$ cat src/rtl/dirc_pkg.sv
package dirc_pkg;

  typedef enum logic [1:0] {
    OP_GETS = 2'd0,
    OP_GETM = 2'd1,
    OP_PUTS = 2'd2
  } dir_op_e;

  typedef enum logic {
    ST_IDLE   = 1'b0,
    ST_RECALL = 1'b1
  } dir_state_e;

  localparam int unsigned VEC_MAX = 32;

  // Number of set bits in a vector of up to VEC_MAX caches.
  function automatic int unsigned ones_in(input logic [VEC_MAX-1:0] v);
    int unsigned n;
    n = 0;
    for (int i = 0; i < VEC_MAX; i++) n += 32'(v[i]);
    return n;
  endfunction

  // Index of the lowest set bit (0 when the vector is empty).
  function automatic int unsigned first_one(input logic [VEC_MAX-1:0] v);
    int unsigned idx;
    idx = 0;
    for (int i = VEC_MAX - 1; i >= 0; i--) if (v[i]) idx = 32'(i);
    return idx;
  endfunction

  // Vector with its lowest set bit cleared.
  function automatic logic [VEC_MAX-1:0] drop_first(input logic [VEC_MAX-1:0] v);
    return v & (v - VEC_MAX'(1));
  endfunction

endpackage

$ cat src/rtl/dirc_lookup.sv
module dirc_lookup #(
  parameter int unsigned WAYS  = 2,
  parameter int unsigned TAG_W = 4,
  localparam int unsigned WAY_W = (WAYS > 1) ? $clog2(WAYS) : 1
) (
  input  logic [WAYS-1:0]            ent_valid,
  input  logic [WAYS-1:0][TAG_W-1:0] ent_tag,
  input  logic [TAG_W-1:0]           key,
  output logic                       hit,
  output logic [WAY_W-1:0]           hit_way,
  output logic                       has_free,
  output logic [WAY_W-1:0]           free_way
);

  logic [WAYS-1:0] match;

  for (genvar w = 0; w < WAYS; w++) begin : g_cmp
    assign match[w] = ent_valid[w] && (ent_tag[w] == key);
  end

  assign hit      = |match;
  assign has_free = |(~ent_valid);

  // Lowest matching way and lowest empty way.
  always_comb begin
    hit_way  = '0;
    free_way = '0;
    for (int w = int'(WAYS) - 1; w >= 0; w--) begin
      if (match[w])      hit_way  = WAY_W'(w);
      if (!ent_valid[w]) free_way = WAY_W'(w);
    end
  end

endmodule

$ cat src/rtl/dirc_store.sv
module dirc_store #(
  parameter int unsigned SETS  = 4,
  parameter int unsigned WAYS  = 2,
  parameter int unsigned TAG_W = 4,
  parameter int unsigned NC    = 4,
  localparam int unsigned SET_W = (SETS > 1) ? $clog2(SETS) : 1,
  localparam int unsigned WAY_W = (WAYS > 1) ? $clog2(WAYS) : 1
) (
  input  logic                       clk,
  input  logic                       rst_n,
  input  logic [SET_W-1:0]           rd_set,
  output logic [WAYS-1:0]            rd_valid,
  output logic [WAYS-1:0][TAG_W-1:0] rd_tag,
  output logic [WAYS-1:0][NC-1:0]    rd_shr,
  output logic [WAY_W-1:0]           rd_rr,
  input  logic                       wr_en,
  input  logic [SET_W-1:0]           wr_set,
  input  logic [WAY_W-1:0]           wr_way,
  input  logic                       wr_valid,
  input  logic [TAG_W-1:0]           wr_tag,
  input  logic [NC-1:0]              wr_shr,
  input  logic                       rr_step
);

  logic [WAYS-1:0]            vld_q [SETS];
  logic [WAYS-1:0][TAG_W-1:0] tag_q [SETS];
  logic [WAYS-1:0][NC-1:0]    shr_q [SETS];
  logic [WAY_W-1:0]           rr_q  [SETS];

  function automatic logic [WAY_W-1:0] rr_next(input logic [WAY_W-1:0] p);
    return (p == WAY_W'(WAYS - 1)) ? '0 : p + WAY_W'(1);
  endfunction

  assign rd_valid = vld_q[rd_set];
  assign rd_tag   = tag_q[rd_set];
  assign rd_shr   = shr_q[rd_set];
  assign rd_rr    = rr_q[rd_set];

  for (genvar s = 0; s < SETS; s++) begin : g_set
    logic sel;
    assign sel = wr_en && (wr_set == SET_W'(s));

    always_ff @(posedge clk) begin
      if (!rst_n) begin
        vld_q[s] <= '0;
        tag_q[s] <= '0;
        shr_q[s] <= '0;
        rr_q[s]  <= '0;
      end else begin
        if (sel) begin
          vld_q[s][wr_way] <= wr_valid;
          tag_q[s][wr_way] <= wr_tag;
          shr_q[s][wr_way] <= wr_shr;
          if (rr_step) rr_q[s] <= rr_next(rr_q[s]);
        end
      end
    end

    for (genvar w = 0; w < WAYS; w++) begin : g_way

      live_entry_nonempty_chk: assert property (@(posedge clk) disable iff (!rst_n)
        vld_q[s][w] |-> (shr_q[s][w] != '0));
    end
  end

endmodule

$ cat src/rtl/dirc_recall.sv
module dirc_recall
  import dirc_pkg::*;
#(
  parameter int unsigned NC = 4,
  localparam int unsigned CID_W = (NC > 1) ? $clog2(NC) : 1,
  localparam int unsigned CNT_W = $clog2(NC + 1)
) (
  input  logic             clk,
  input  logic             rst_n,
  input  logic             start,
  input  logic [NC-1:0]    start_vec,
  input  logic             ack_valid,
  input  logic [CID_W-1:0] ack_cid,
  output logic             busy,
  output logic             inv_valid,
  output logic [CID_W-1:0] inv_cid,
  output logic             done
);

  logic             busy_q;
  logic [NC-1:0]    pend_q;   // invalidations still to send
  logic [NC-1:0]    wait_q;   // caches whose acknowledgment is owed
  logic [CNT_W-1:0] cnt_q;    // number of owed acknowledgments
  logic [NC-1:0]    ack_bit;
  logic             ack_take;

  assign ack_bit   = NC'(1) << ack_cid;
  assign ack_take  = busy_q && ack_valid && |(wait_q & ack_bit);
  assign busy      = busy_q;
  assign inv_valid = busy_q && |pend_q;
  assign inv_cid   = CID_W'(first_one(VEC_MAX'(pend_q)));
  assign done      = busy_q && (pend_q == '0) && (cnt_q == '0);

  always_ff @(posedge clk) begin
    if (!rst_n) begin
      busy_q <= 1'b0;
      pend_q <= '0;
      wait_q <= '0;
      cnt_q  <= '0;
    end else if (start) begin
      busy_q <= 1'b1;
      pend_q <= start_vec;
      wait_q <= start_vec;
      cnt_q  <= CNT_W'(ones_in(VEC_MAX'(start_vec)));
    end else if (busy_q) begin
      if (inv_valid) pend_q <= NC'(drop_first(VEC_MAX'(pend_q)));
      if (ack_take) begin
        wait_q <= wait_q & ~ack_bit;
        cnt_q  <= cnt_q - CNT_W'(1);
      end
      if (done) busy_q <= 1'b0;
    end
  end


  owed_count_match_chk: assert property (@(posedge clk) disable iff (!rst_n)
    busy_q |-> (int'(cnt_q) == $countones(wait_q)));


  drained_before_end_chk: assert property (@(posedge clk) disable iff (!rst_n)
    $fell(busy_q) |-> ($past(wait_q) == '0));

endmodule

$ cat src/rtl/dir_recall_cache.sv
module dir_recall_cache
  import dirc_pkg::*;
#(
  parameter int unsigned NUM_CACHES = 4,
  parameter int unsigned DIR_SETS   = 4,
  parameter int unsigned DIR_WAYS   = 2,
  parameter int unsigned TAG_W      = 4,
  localparam int unsigned SET_W  = (DIR_SETS > 1) ? $clog2(DIR_SETS) : 1,
  localparam int unsigned WAY_W  = (DIR_WAYS > 1) ? $clog2(DIR_WAYS) : 1,
  localparam int unsigned CID_W  = (NUM_CACHES > 1) ? $clog2(NUM_CACHES) : 1,
  localparam int unsigned ADDR_W = TAG_W + SET_W
) (
  input  logic                  clk,
  input  logic                  rst_n,
  input  logic                  req_valid,
  output logic                  req_ready,
  input  logic [1:0]            req_op,
  input  logic [ADDR_W-1:0]     req_addr,
  input  logic [CID_W-1:0]      req_src,
  output logic                  inv_valid,
  output logic [ADDR_W-1:0]     inv_addr,
  output logic [CID_W-1:0]      inv_cid,
  input  logic                  ack_valid,
  input  logic [CID_W-1:0]      ack_cid,
  output logic                  rsp_valid,
  output logic [ADDR_W-1:0]     rsp_addr,
  output logic [CID_W-1:0]      rsp_cid,
  output logic                  rsp_hit,
  output logic [NUM_CACHES-1:0] rsp_sharers
);

  localparam int unsigned NC = NUM_CACHES;

  // Sharer vector after a request that found the entry (or allocated it).
  function automatic logic [NC-1:0] next_sharers(input dir_op_e op,
                                                 input logic [NC-1:0] prior,
                                                 input logic [NC-1:0] me);
    case (op)
      OP_GETS: return prior | me;
      OP_GETM: return me;
      OP_PUTS: return prior & ~me;
      default: return prior;
    endcase
  endfunction

  dir_state_e        state_q;
  logic [ADDR_W-1:0] pnd_addr_q;
  logic [CID_W-1:0]  pnd_src_q;
  logic [WAY_W-1:0]  vic_way_q;

  logic [ADDR_W-1:0] cur_addr;
  logic [SET_W-1:0]  cur_set;
  logic [TAG_W-1:0]  cur_tag;

  logic [DIR_WAYS-1:0]            rd_valid;
  logic [DIR_WAYS-1:0][TAG_W-1:0] rd_tag;
  logic [DIR_WAYS-1:0][NC-1:0]    rd_shr;
  logic [WAY_W-1:0]               rd_rr;

  logic             lk_hit, lk_has_free;
  logic [WAY_W-1:0] lk_hit_way, lk_free_way;

  logic             wr_en, wr_valid, rr_step;
  logic [WAY_W-1:0] wr_way;
  logic [NC-1:0]    wr_shr;

  logic             rc_busy, rc_inv_valid, rc_done;
  logic [CID_W-1:0] rc_inv_cid;

  // Named internal events
  dir_op_e       op_in;
  logic          req_fire;
  logic [NC-1:0] prior_shr;
  logic [NC-1:0] src_bit;
  logic          want_alloc;
  logic          recall_start;
  logic          serve_now;
  logic          recall_done;

  assign req_ready = (state_q == ST_IDLE);
  assign req_fire  = req_valid && req_ready;
  assign op_in     = dir_op_e'(req_op);

  assign cur_addr = (state_q == ST_IDLE) ? req_addr : pnd_addr_q;
  assign cur_set  = cur_addr[SET_W-1:0];
  assign cur_tag  = cur_addr[ADDR_W-1:SET_W];

  dirc_store #(
    .SETS (DIR_SETS),
    .WAYS (DIR_WAYS),
    .TAG_W(TAG_W),
    .NC   (NC)
  ) u_store (
    .clk     (clk),
    .rst_n   (rst_n),
    .rd_set  (cur_set),
    .rd_valid(rd_valid),
    .rd_tag  (rd_tag),
    .rd_shr  (rd_shr),
    .rd_rr   (rd_rr),
    .wr_en   (wr_en),
    .wr_set  (cur_set),
    .wr_way  (wr_way),
    .wr_valid(wr_valid),
    .wr_tag  (cur_tag),
    .wr_shr  (wr_shr),
    .rr_step (rr_step)
  );

  dirc_lookup #(
    .WAYS (DIR_WAYS),
    .TAG_W(TAG_W)
  ) u_lookup (
    .ent_valid(rd_valid),
    .ent_tag  (rd_tag),
    .key      (cur_tag),
    .hit      (lk_hit),
    .hit_way  (lk_hit_way),
    .has_free (lk_has_free),
    .free_way (lk_free_way)
  );

  assign prior_shr    = lk_hit ? rd_shr[lk_hit_way] : '0;
  assign src_bit      = NC'(1) << req_src;
  assign want_alloc   = !lk_hit && (op_in != OP_PUTS);
  assign recall_start = req_fire && want_alloc && !lk_has_free;
  assign serve_now    = req_fire && !recall_start;

  dirc_recall #(
    .NC(NC)
  ) u_recall (
    .clk      (clk),
    .rst_n    (rst_n),
    .start    (recall_start),
    .start_vec(rd_shr[rd_rr]),
    .ack_valid(ack_valid),
    .ack_cid  (ack_cid),
    .busy     (rc_busy),
    .inv_valid(rc_inv_valid),
    .inv_cid  (rc_inv_cid),
    .done     (rc_done)
  );

  assign recall_done = rc_done && (state_q == ST_RECALL);

  // Directory write port: direct service or replay into the freed victim way.
  always_comb begin
    wr_en    = 1'b0;
    wr_valid = 1'b0;
    wr_way   = '0;
    wr_shr   = '0;
    rr_step  = 1'b0;
    if (serve_now && (lk_hit || want_alloc)) begin
      wr_en    = 1'b1;
      wr_way   = lk_hit ? lk_hit_way : lk_free_way;
      wr_shr   = next_sharers(op_in, prior_shr, src_bit);
      wr_valid = |wr_shr;
    end else if (recall_done) begin
      wr_en    = 1'b1;
      wr_way   = vic_way_q;
      wr_shr   = NC'(1) << pnd_src_q;
      wr_valid = 1'b1;
      rr_step  = 1'b1;
    end
  end

  always_ff @(posedge clk) begin
    if (!rst_n) begin
      state_q    <= ST_IDLE;
      pnd_addr_q <= '0;
      pnd_src_q  <= '0;
      vic_way_q  <= '0;
    end else if (recall_start) begin
      state_q    <= ST_RECALL;
      pnd_addr_q <= req_addr;
      pnd_src_q  <= req_src;
      vic_way_q  <= rd_rr;
    end else if (recall_done) begin
      state_q <= ST_IDLE;
    end
  end

  always_ff @(posedge clk) begin
    if (!rst_n) begin
      rsp_valid   <= 1'b0;
      rsp_addr    <= '0;
      rsp_cid     <= '0;
      rsp_hit     <= 1'b0;
      rsp_sharers <= '0;
    end else if (serve_now) begin
      rsp_valid   <= 1'b1;
      rsp_addr    <= req_addr;
      rsp_cid     <= req_src;
      rsp_hit     <= lk_hit;
      rsp_sharers <= prior_shr;
    end else if (recall_done) begin
      rsp_valid   <= 1'b1;
      rsp_addr    <= pnd_addr_q;
      rsp_cid     <= pnd_src_q;
      rsp_hit     <= 1'b0;
      rsp_sharers <= '0;
    end else begin
      rsp_valid <= 1'b0;
    end
  end

  assign inv_valid = rc_inv_valid;
  assign inv_cid   = rc_inv_cid;
  assign inv_addr  = {rd_tag[vic_way_q], pnd_addr_q[SET_W-1:0]};


  recall_holds_off_req_chk: assert property (@(posedge clk) disable iff (!rst_n)
    rc_busy |-> !req_ready);


  inv_targets_sharer_chk: assert property (@(posedge clk) disable iff (!rst_n)
    inv_valid |-> rd_shr[vic_way_q][inv_cid]);


  miss_reports_empty_chk: assert property (@(posedge clk) disable iff (!rst_n)
    (rsp_valid && !rsp_hit) |-> (rsp_sharers == '0));


  replay_follows_recall_chk: assert property (@(posedge clk) disable iff (!rst_n)
    recall_done |=> (rsp_valid && !rsp_hit && req_ready));

endmodule

$ cat config.mk
export PLATFORM = sky130hd
export DESIGN_NAME = dir_recall_cache
export DESIGN_NICKNAME = d
export VERILOG_FILES = /design/src/rtl/dirc_pkg.sv /design/src/rtl/dirc_lookup.sv /design/src/rtl/dirc_store.sv /design/src/rtl/dirc_recall.sv /design/src/rtl/dir_recall_cache.sv
export SDC_FILE = /design/constraint.sdc
export NUM_CORES = 1
export LEC_CHECK = 0
export ABC_AREA = 0
export BUFFER_PORTS_ARGS = -buffer_cell sky130_fd_sc_hd__buf_2
export CAP_MARGIN = 20
export CORE_UTILIZATION = 50
export CTS_CLUSTER_DIAMETER = 150
export DETAILED_ROUTE_END_ITERATION = 7
export MAX_ROUTING_LAYER = met4
export PLACE_DENSITY = 0.71
export SETUP_SLACK_MARGIN = 0.5
export SLEW_MARGIN = 40
export SYNTH_ARGS = -nofsm -noshare
export SYNTH_HDL_FRONTEND = slang
export SYNTH_SLANG_ARGS = --single-unit
$ cat constraint.sdc
create_clock -name clk -period 3.45 [get_ports clk]
set_input_delay 0.345 -clock clk [delete_from_list [all_inputs] [get_ports clk]]
set_output_delay 0.345 -clock clk [all_outputs]
set_load 0.02 [all_outputs]
After elaboration in Yosys (flattened, before gate mapping)
Memory sizes are Yosys's and may differ from the RTL's.
Index checks and enable logic that the tools add are counted.
Widths: inputs -> output; s select.
- add/subtract/negate cells: 9
- equality and inequality tests: 8
- reductions and logical operators: 39
- div/mod/pow operators: 0
- $lt $le $gt $ge: 5
- multiplexer cells: 163
- multiply operators: 0
- shift-type cells: 3
- bitwise operators: 85
- operators with widths (operator ; count):
    $mux 1 ; 121
    $mux 4 ; 19
    $or 1x1->1 ; 76
    $mux 8 ; 4
    $mux 2 ; 10
    $logic_and 1x1->1 ; 19
    $mux 6 ; 3
    $and 4x4->4 ; 4
    $pmux 4 s3 ; 1
    $reduce_or 4->1 ; 3
    $shl 1x2->4 const A ; 3
    $reduce_bool 2->1 ; 5
    $mux 3 ; 3
    $eq 4x4->1 ; 2
    $lt 1x2->1 const B ; 4
    $not 4->4 ; 2
    $add 3x1->3 ; 2
    $eq 2x2->1 const B ; 3
    $add 1x1->1 const B ; 4
    $demux 4 s1 ; 1
    $eq 2x1->1 const B ; 2
    $logic_not 2->1 ; 2
    $logic_not 4->1 ; 1
    $or 4x4->4 ; 1
    13 further kinds ; 17
- memories: 4
- memory bits (read-only): 0
- latch bits: 0
- register bits: 36
- input bits: 16
- output and inout bits: 24
- bits in writable memories: 76
- word-level logic and storage cells: 329
- memories (name ; words ; bits a word ; read ports ; clocked after Yosys merged registers in ; wr ports ; RTL line ; source):
    u_store.shr_q ; 4 ; 8 ; 1 ; 0 ; 4 ; dirc_store.sv:27 ; logic [WAYS-1:0][NC-1:0] shr_q [SETS];
    u_store.tag_q ; 4 ; 8 ; 1 ; 0 ; 4 ; dirc_store.sv:26 ; logic [WAYS-1:0][TAG_W-1:0] tag_q [SETS];
    u_store.vld_q ; 4 ; 2 ; 1 ; 0 ; 4 ; dirc_store.sv:25 ; logic [WAYS-1:0] vld_q [SETS];
    u_store.rr_q ; 4 ; 1 ; 5 ; 0 ; 4 ; dirc_store.sv:28 ; logic [WAY_W-1:0] rr_q [SETS];

Depth between registers and ports, before layout
Gate-level depths: netlist (run 1).
An unclocked memory read counts as a cell.
- depth in word-level cells: 19
- gate-level depth with buffers: 14
- mapped depth without buffers: 9

Hierarchy
A second synthesis (run 1) with hierarchy kept.
- cells, all modules: 500
- area total of the unflattened synthesis: 5684.2 sq um
- by module, submodules not included (module ; instances ; area an instance (sq um) ; sequential area each (sq um) ; cells an instance):
    dirc_store ; 1 ; 3437.0 ; 2272.2 ; 234
    dir_recall_cache ; 1 ; 1438.9 ; 480.5 ; 168
    dirc_recall ; 1 ; 675.6 ; 240.2 ; 79
    dirc_lookup ; 1 ; 132.6 ; 0.0 ; 19

Worst setup path after synthesis (run 1)
No wires, ideal clock.
- path type: flip-flop to flip-flop
- from: register state_q
- to: register u_recall.cnt_q[1]
- period minus slack after synthesis: 3.365 ns
- arrival: 3.238 ns
- cell stages (with the launch flop): 11
- required time: 3.322 ns
- path slack: 0.085 ns
- setup time: 0.128 ns
- path buffers: 2
- cells stage by stage: dfxtp_1 -> buf_6 -> buf_8 -> mux2i_1 -> mux4_2 -> mux2_2 -> ha_1 -> fa_1 -> ha_1 -> mux2i_1 -> nor2_1
- word-level cells in the longest chain between the ends: 11
- elaborated cells between the ends (all ways): 28
- those cells by class: add/sub: 3; eq/ne: 2; mux: 4; bitwise: 2; reduce/logical: 13; memory: 4
- ends and longest elaborated chain (element ; RTL line ; source):
    start: declaration ; dir_recall_cache.sv:46 ; dir_state_e state_q;
    start signal: assignment ; dir_recall_cache.sv:169 ; state_q <= ST_IDLE;
    start signal: assignment ; dir_recall_cache.sv:174 ; state_q <= ST_RECALL;
    start signal: assignment ; dir_recall_cache.sv:179 ; state_q <= ST_IDLE;
    parallel branches: the longest is 11 deep, another holds $mem_v2 4x8 ; - ;
    end signal: assignment ; dirc_recall.sv:44 ; cnt_q <= CNT_W'(ones_in(VEC_MAX'(start_vec)));
    end signal: assignment ; dirc_recall.sv:49 ; cnt_q <= cnt_q - CNT_W'(1);
    end: declaration ; dirc_recall.sv:23 ; logic [CNT_W-1:0] cnt_q;
Parallel ways; which one is timed is not known. The select of a mux whose other input is x is not followed.
A chain may end at the register's enable or synchronous reset.

==> metrics.txt, run 1 <==
status=finished clean; Leak=2.812 nW; Syn Std Cell Area=5851 µm²; Crit Path Class=reg2reg; DR vias=4,681; Syn-to-layout area delta=25.64%; Finished Layout Cells=767; Crit path buffers/inverters=3; Starting Density=51.24%; Yosys reg bits=112; WP data arrival=3.19 ns; Clock power frac=31.3%; Cell variety after synth=73; most common cell after layout, fill and taps aside=nor2_1; H-tree depth=3; Min-Delay Path Depth=3; fmax=318.4 MHz; RSZ-0062 raised after global routing=true; async set-reset flop share out of synthesis=0%; final setup violation count=0; CTS sink count=112; vias in the first global route=4,294; # rows=39; diodes inserted=0; max cap viols=0; initial antenna violation count=0; Worst R2R Path Depth=11; Max FO, Critical Path=10; CP startpoint kind=register; Vias/cell=6.103; total track usage=25.93%; Reg power frac=48.7%; Worst VDD drop=0.2967 mV; # port buffers=39; Synth warnings=0; Worst-Margin Slew=0.8128 ns; sw frac=28.23%; Comb power frac=20.0%; Post-CTS Hold Fix Bufs=0; Hold Path Class=in2reg; Fin Clk Skew=0.003982 ns; Clock Latency Late Sink=0.35 ns; R2R Setup Slk=0.31 ns; Die X=110.2 µm; final antenna-violating net count=0; CTS Buf Count=9; Seq/Total Area, Yosys=51.15%; Int Power=0.002239 W; DR DRC count=0; Post-synth EDFFs=75; DP HPWL=10,340 µm; Nets=640; CP top delay family=simple AND/OR/NAND/NOR gates; die area=12,140 µm²; Period minus WS final=3.141 ns; GPL Wtd Cong=0.9330; P_sw=0.0008810 W; Final Hold Viols=0; Max stage delay on crit path=0.45 ns; layout cells sized above 1=36.06%; Core ar.=11,420 µm²; TritonCTS clock tree=yes; main flop type after synthesis=edfxtp_1; fin. max-slew vios=0; wire per inst=20.32 µm; Congestion Overflow GR=0; clk root buf=clkbuf_16; Synth Instances=525; mean area per synthesized cell=11.14 µm²; drt pass-1 iters=5; placed cells=710; Slew headroom=45.61%; Final Cycle Share=91.04%; first-pass GRT wire length=22,250 µm; crit path cell chain=buf_6 -> buf_8 -> mux2i_2 -> xnor2_1 -> a32oi_2 -> nor4_4 -> buf_6 -> nor2b_2 -> a22oi_4 -> o2111ai_4 -> nand2_4; Setup TNS=0 ns; Worst path depth=11; Critical Path End Type=register; CP max stage cell=nor4_4; Crit path required time=3.50 ns; CTS max path bufs=2; most frequent cells in the layout=nor2_1 (108), edfxtp_1 (75), a21oi_1 (46); largest net degree at the start of global routing=39; DRT Wirelength=15,590 µm; crit-path most repeated cell=buf_6; syn nets=546; clk slew on worst S/H paths=0.07 ns; I/O pins=40; chip height=110.2 µm; total power divided by cell area=424.5 nW/µm²; DRT iter0 DRCs=517
## worst paths after layout
kind / startpoint / end
worst max register to register: state_q / u_store.shr_q[2][2]
worst min register to register: rsp_cid[0] / rsp_cid[0]
worst max-delay path: state_q / u_store.shr_q[2][2]
worst min-delay path: req_addr[5] / pnd_addr_q[5]
## power by group through the flow
stage               logic [W]  clock network, W  registers, W
floorplan            0.000366                 0       0.00155
global placement     0.000506                 0       0.00155
detailed placement   0.000514                 0       0.00155
CTS                  0.000575          0.000985       0.00152
global route         0.000662           0.00103       0.00153
finish               0.000625          0.000975       0.00152
## final cells by class
type                    instances  area, µm²
clock inverters                 7      47.55
multi-input cells             377       2974
well taps                     143      178.9
inverters                      13      48.80
clock buffers                   9      225.2
flip-flops and latches        112       3000
repair buffers                106      875.8
fillers                       876       4068
## per-stage QoR
stage	hold WS [ns]	area (µm²)	total power (W)	setup WS, ns	util [%]
detailed placement	0.4558	6355	0.002065	0.03131	55.65
CTS	0.2692	7072	0.003080	0.3575	61.93
global route	0.2984	7351	0.003220	0.2146	64.38
finish	0.2726	7351	0.003120	0.3090	64.38
floorplan	0.4671	5962	0.001919	0.4688	-
global placement	0.4476	6355	0.002054	0.1119	55.65
## cells by family (layout without fill, tap and decap cells)
family | Yosys count | in the layout | share of synthesized area (%)
simple gates | 204 | 210 | 16.96
compound gates | 112 | 112 | 15.01
flops | 112 | 112 | 51.15
buf+inv | 42 | 135 | 4.577
mux | 38 | 38 | 9.303
xor+xnor | 12 | 12 | 1.796
fa+ha+maj | 5 | 5 | 1.198
## routing by layer
metal	vias up	wire length (µm)	GRT usage [%]
met4	0	427	8.553
met3	40	838	3.939
li1	2123	-	-
met5	-	0	-
met2	196	7939	44.46
met1	2322	6380	31.44
## synth_stat cells, types with 4 or more instances
library cell,n,area share [%]
xnor2_1,7,1.0
mux2i_1,18,3.1
a31oi_1,7,0.75
inv_1,13,0.83
nor3_1,4,0.34
clkbuf_1,7,0.45
buf_4,7,0.90
dfxtp_1,37,13
nor2b_1,7,0.75
nand3_2,4,0.68
and2_1,4,0.43
nor4_1,5,0.53
o21ai_0,9,0.77
mux4_2,10,3.8
a311oi_1,7,1.0
o2111ai_4,4,1.8
nand3_1,10,0.86
mux2_2,5,0.96
edfxtp_1,75,38
xor2_1,5,0.75
buf_6,4,0.77
nor2_1,112,7.2
ha_1,4,0.86
a21oi_1,50,4.3
nand2_1,35,2.2
## worst reg2reg max path, cell delays in order (launching register included)
cell and delay (ns):
dfxtp_4 0.39, buf_6 0.13, buf_8 0.16, mux2i_2 0.40, xnor2_1 0.18, a32oi_2 0.16
nor4_4 0.45, buf_6 0.18, nor2b_2 0.06, a22oi_4 0.28, o2111ai_4 0.25, nand2_4 0.21
## sequential cells by signal, indices dropped and copies added (netlist names), 2 cells and up
register / flops
u_recall.cnt_q: 3
u_store.vld_q: 8
u_recall.wait_q: 4
rsp_sharers: 4
rsp_addr: 6
u_store.tag_q: 32
u_store.rr_q: 4
pnd_src_q: 2
pnd_addr_q: 6
rsp_cid: 2
u_recall.pend_q: 4
u_store.shr_q: 32
## timing repair
| action | in CTS | in global routing |
|---|---|---|
| pin swaps | 15 | 15 |
| setup buffers | 21 | 7 |
| endpoints found under the setup margin | 178 | 178 |
| gates cloned | 5 | 8 |
| resized for setup | 55 | 29 |
| hold endpoints to repair | 0 | 0 |
No activity file was read; power rests on OpenSTA's default activity.
==> inputs of run 2 (changes only) <==
CORE_ASPECT_RATIO = 0.5   (was unset)
SETUP_SLACK_MARGIN = 0.05   (was 0.5)
SKIP_LAST_GASP = 1   (was unset)
==> run 2 against run 1 <==
Effect of this change: design area is 7.0% lower; first-iteration DRC count is 25% lower; power is 1.5% lower; register-to-register slack worse by 0.17 ns; largest cell class unchanged; highest routed layer unchanged.
==> metrics.txt, run 2 (synthesis results as in run 1) <==
post-route setup slack=0.1375 ns; Finished Layout Cells=766; first-pass GRT wire length=22,050 µm; most frequent cells in the layout=nor2_1 (111), edfxtp_1 (75), a21oi_1 (50), buf_4 (50), buf_2 (39); Post-CTS Hold Fix Bufs=0; Critical Path End Type=register; Period minus WS final=3.313 ns; Leak=2.603 nW; max cap viols=0; Nets=623; fmax=301.9 MHz; chip height=78.49 µm; total track usage=24.67%; Core ar.=11,180 µm²; clk slew on worst S/H paths=0.07 ns; Max FO, Critical Path=13; CP startpoint kind=register; diodes inserted=0; Largest regs=u_store.shr_q (32), u_store.tag_q (32), u_store.vld_q (8); final antenna-violating net count=0; Syn-to-layout area delta=16.79%; Starting Density=52.32%; Crit path required time=3.69 ns; DP HPWL=9865 µm; Vias/cell=5.751; Hold Path Class=in2reg; initial antenna violation count=0; CTS Buf Count=9; # port buffers=39; I/O pins=40; clk root buf=clkbuf_16; Slew headroom=57.07%; layout cells sized above 1=28.67%; area of the multi-input gates=2674 µm²; vias in the first global route=4,156; Clock Latency Late Sink=0.36 ns; DR DRC count=0; DR vias=4,405; Placement Setup Slack=-0.01449 ns; most common cell after layout, fill and taps aside=nor2_1; placed cells=736; status=finished clean; Final Hold Viols=0; Fin Clk Skew=0.007263 ns; wire per inst=18.33 µm; Congestion Overflow GR=0; Worst VDD drop=0.2176 mV; DRT Wirelength=14,040 µm; die area=12,160 µm²; Worst-Margin Slew=0.6415 ns; filler instances=904; Crit Path Class=reg2reg; Die X=155.0 µm; CTS max path bufs=2; FF+latch area=2995 µm²; CTS sink count=112; Final Cycle Share=96.01%; WP data arrival=3.55 ns; WHS=0.2636 ns; largest net degree at the start of global routing=39; # rows=27; H-tree depth=3; total power divided by cell area=449.7 nW/µm²; final setup violation count=0; Setup TNS=0 ns; fin. max-slew vios=0; RSZ-0062 raised after global routing=true; drt pass-1 iters=5; DRT iter0 DRCs=388; TritonCTS clock tree=yes; GPL Wtd Cong=0.9752
==> run 2: changes by cell type in the layout (fill, tap and decap cells not counted), moves of 4 or more <==
cell / before / now
buf_4: 38 / 50
mux2_2: 2 / 6
xor2_1: 1 / 5
buf_6: 20 / 4
a21oi_2: 7 / 3
nand2_1: 27 / 31
nand2_4: 12 / 0
xor2_2: 4 / 0
a21oi_1: 46 / 50
==> run 2: layout make-up <==
| type | count | area share, % |
|---|---|---|
| inverter | 13 | 0.7142 |
| tap | 159 | 2.912 |
| sequential | 112 | 43.84 |
| multi-input combinational | 372 | 39.13 |
| clock buffer | 11 | 3.406 |
| clock inverter | 5 | 0.6958 |
| timing repair buffer | 94 | 9.302 |
==> run 2: critical path: stages (launching register included) <==
cell and delay (ns):
dfxtp_2 0.40, buf_6 0.21, mux2_2 0.45, buf_4 0.17, mux4_2 0.44, mux2_2 0.31
ha_1 0.32, fa_1 0.41, ha_1 0.29, mux2i_1 0.13, nor2_1 0.05
==> run 2: final timing paths <==
kind	startpoint	to	slack (ns)	depth (start not counted)
setup / recovery	state_q	u_recall.cnt_q[1]	0.14	10
setup reg to reg	state_q	u_recall.cnt_q[1]	0.14	10
hold reg to reg	rsp_cid[0]	rsp_cid[0]	0.47	2
hold / removal	req_addr[5]	pnd_addr_q[5]	0.26	3
==> run 2: layer usage <==
layer | part of all wire [%] | track usage [%] | vias to the layer above
li1 | - | - | 2084
met1 | 47 | 33.67 | 2140
met2 | 44 | 36.26 | 169
met3 | 7.5 | 6.681 | 12
met4 | 1.1 | 6.634 | 0
met5 | 0 | - | -
==> run 2: stage by stage <==
stage	cell area, µm²	power, W	utilization [%]
after floorplan	5851	0.001895	-
after global placement	6344	0.002038	56.73
after detailed placement	6344	0.002048	56.73
after CTS	6664	0.003044	59.59
after global routing	6833	0.003172	61.11
final	6833	0.003073	61.11
==> run 2: power breakdown <==
group	total, W	internal (W)	switching, W
Sequential	0.00152	0.00149	0.0000287
Clock	0.00101	0.000507	0.000503
Combinational	0.000545	0.000215	0.000329
==> run 2: repair_timing <==
action / 4_1_cts / 5_1_grt
pin swaps: 0 / 3
gates resized for setup: 2 / 18
cloned: 0 / 1
hold endpoints to repair: 0 / 0
endpoints found under the setup margin: 56 / 154
setup buffers: 3 / 10
==> inputs of run 3 (changes only) <==
PLACE_DENSITY = 0.68   (was 0.71)
clock period = 3.7 ns   (was 3.45 ns; I/O delays follow)
==> run 3 against run 2 <==
Effect of this change: critical path depth is the same; via count shrank 0.82%; highest routed layer unchanged; non-clock buffer count shrank 24; register-to-register slack gained 0.11 ns; sequential share of layout area grew 1.3 points; largest cell class unchanged; first-iteration DRC count up 18%; die area is the same; critical path type unchanged; flip-flop and latch count is the same.
==> metrics.txt, run 3 (synthesis results as in run 1) <==
status=finished clean; most frequent cells in the layout=nor2_1 (111), edfxtp_1 (75), a21oi_1 (50); post-route setup slack=0.2457 ns; Clock Latency Late Sink=0.35 ns; DRT Wirelength=14,270 µm; Worst Hold End=pnd_addr_q[5]; Nets=598; # rows=27; vias in the first global route=4,014; Congestion Overflow GR=0; Max stage delay on crit path=0.57 ns; Die X=155.0 µm; clk slew on worst S/H paths=0.08 ns; Setup TNS=0 ns; Crit Path Class=reg2reg; Worst R2R Path Depth=10; Max FO, Critical Path=10; DR DRC count=0; Crit path buffers/inverters=1; layout cells sized above 1=24.91%; Starting Density=52.32%; Final Cycle Share=93.36%; Leak=2.496 nW; Final Hold Viols=0; CTS Buf Count=9; most common cell after layout, fill and taps aside=nor2_1; reg-to-reg endpoint=u_store.shr_q[2][1]; FF+latch area=2993 µm²; worst hold start=req_addr[5]; R2R Setup Slk=0.25 ns; DRT iter0 DRCs=459; Fin Clk Skew=0.01437 ns; placed cells=724; RSZ-0062 raised after global routing=true; first-pass GRT wire length=22,480 µm; Slew headroom=52.49%; final setup violation count=0; Critical Path End Type=register; total track usage=25.22%; Worst VDD drop=0.2879 mV; diodes inserted=0; clk root buf=clkbuf_16; total power divided by cell area=443.8 nW/µm²; fmax=289.5 MHz; Core ar.=11,180 µm²; drt pass-1 iters=5; fin. max-slew vios=0; Placement Setup Slack=0.08257 ns; Min-Delay Path Depth=3; Finished Layout Cells=741; crit path cell chain=or3b_1 -> a21oi_1 -> or4_4 -> xor2_1 -> nor3_4 -> and2_1 -> o31a_1 -> buf_4 -> a31oi_2 -> nor2_1; TritonCTS clock tree=yes; CP top delay family=simple AND/OR/NAND/NOR gates; CTS sink count=112; area of the multi-input gates=2624 µm²; H-tree depth=3; Syn-to-layout area delta=13.28%; Worst-Margin Slew=0.7100 ns; CTS max path bufs=2; CP max stage cell=or4_4; WP data arrival=3.54 ns; CP startpoint kind=register; wire per inst=19.26 µm; filler instances=931; Crit path required time=3.79 ns; Largest regs=u_store.shr_q (32), u_store.tag_q (32), u_store.vld_q (8); RR Startpoint=state_q; DP HPWL=10,290 µm; DR vias=4,369; Vias/cell=5.896; I/O pins=40; max cap viols=0; die area=12,160 µm²; # port buffers=39; chip height=78.49 µm; Period minus WS final=3.454 ns; final antenna-violating net count=0; initial antenna violation count=0; Final Util=59.27%; Hold Path Class=in2reg; GPL Wtd Cong=0.9297; largest net degree at the start of global routing=39
[run 3: timing repair]
action                                  in CTS  in global routing
buffers inserted                             0                  1
endpoints found under the setup margin       0                 82
hold buffers                                 0                  0
gates resized for setup                      0                  9
[run 3: final cells by class]
cell class | instances | area share [%]
Tap cell | 159 | 3.002
Inverter | 13 | 0.7363
Sequential cell | 112 | 45.16
Clock inverter | 7 | 1.473
Clock buffer | 9 | 3.398
Timing Repair Buffer | 70 | 6.645
Multi-Input combinational cell | 371 | 39.59
[run 3: routing by layer]
layer,vias up,track usage [%],routed length [µm]
li1,2032,-,-
met1,2127,36.80,6948
met2,200,35.81,6113
met3,10,5.522,1110
met4,0,5.248,99
met5,-,-,0
[run 3: how the worst max path moves through the flow]
stage / from / slack, ns / to / depth (start not counted)
2_1_floorplan: state_q / 0.33 / u_recall.cnt_q[1] / 10
3_3_place_gp: req_addr[0] / 0.12 / u_store.shr_q[2][6] / 11
3_5_place_dp: req_addr[0] / 0.08 / u_store.tag_q[1][7] / 11
4_1_cts: state_q / 0.12 / u_store.vld_q[1][1] / 10
5_1_grt: state_q / 0.04 / u_store.shr_q[2][1] / 10
6_report: state_q / 0.25 / u_store.shr_q[2][1] / 10
[run 3: power breakdown]
part	leakage, nW	total (W)	internal (W)	switching (W)
Clock	0.159	0.00105	0.000553	0.000499
Combinational	1.26	0.000471	0.000174	0.000297
Sequential	1.08	0.00142	0.00139	0.0000281
Total	2.50	0.00294	0.00212	0.000824
[run 3: tightest hold or removal path: stages]
cell     delay [ns]
buf_2          0.10
mux2i_1        0.07
nor2_1         0.08
[run 3: metrics by stage]
stage / hold WS [ns] / cell area, µm² / total power (W)
floorplan: 0.4671 / 5851 / 0.001767
global placement: 0.4624 / 6266 / 0.001902
detailed placement: 0.4663 / 6266 / 0.001907
CTS: 0.2952 / 6589 / 0.002946
global route: 0.3073 / 6628 / 0.003045
finish: 0.3035 / 6628 / 0.002941
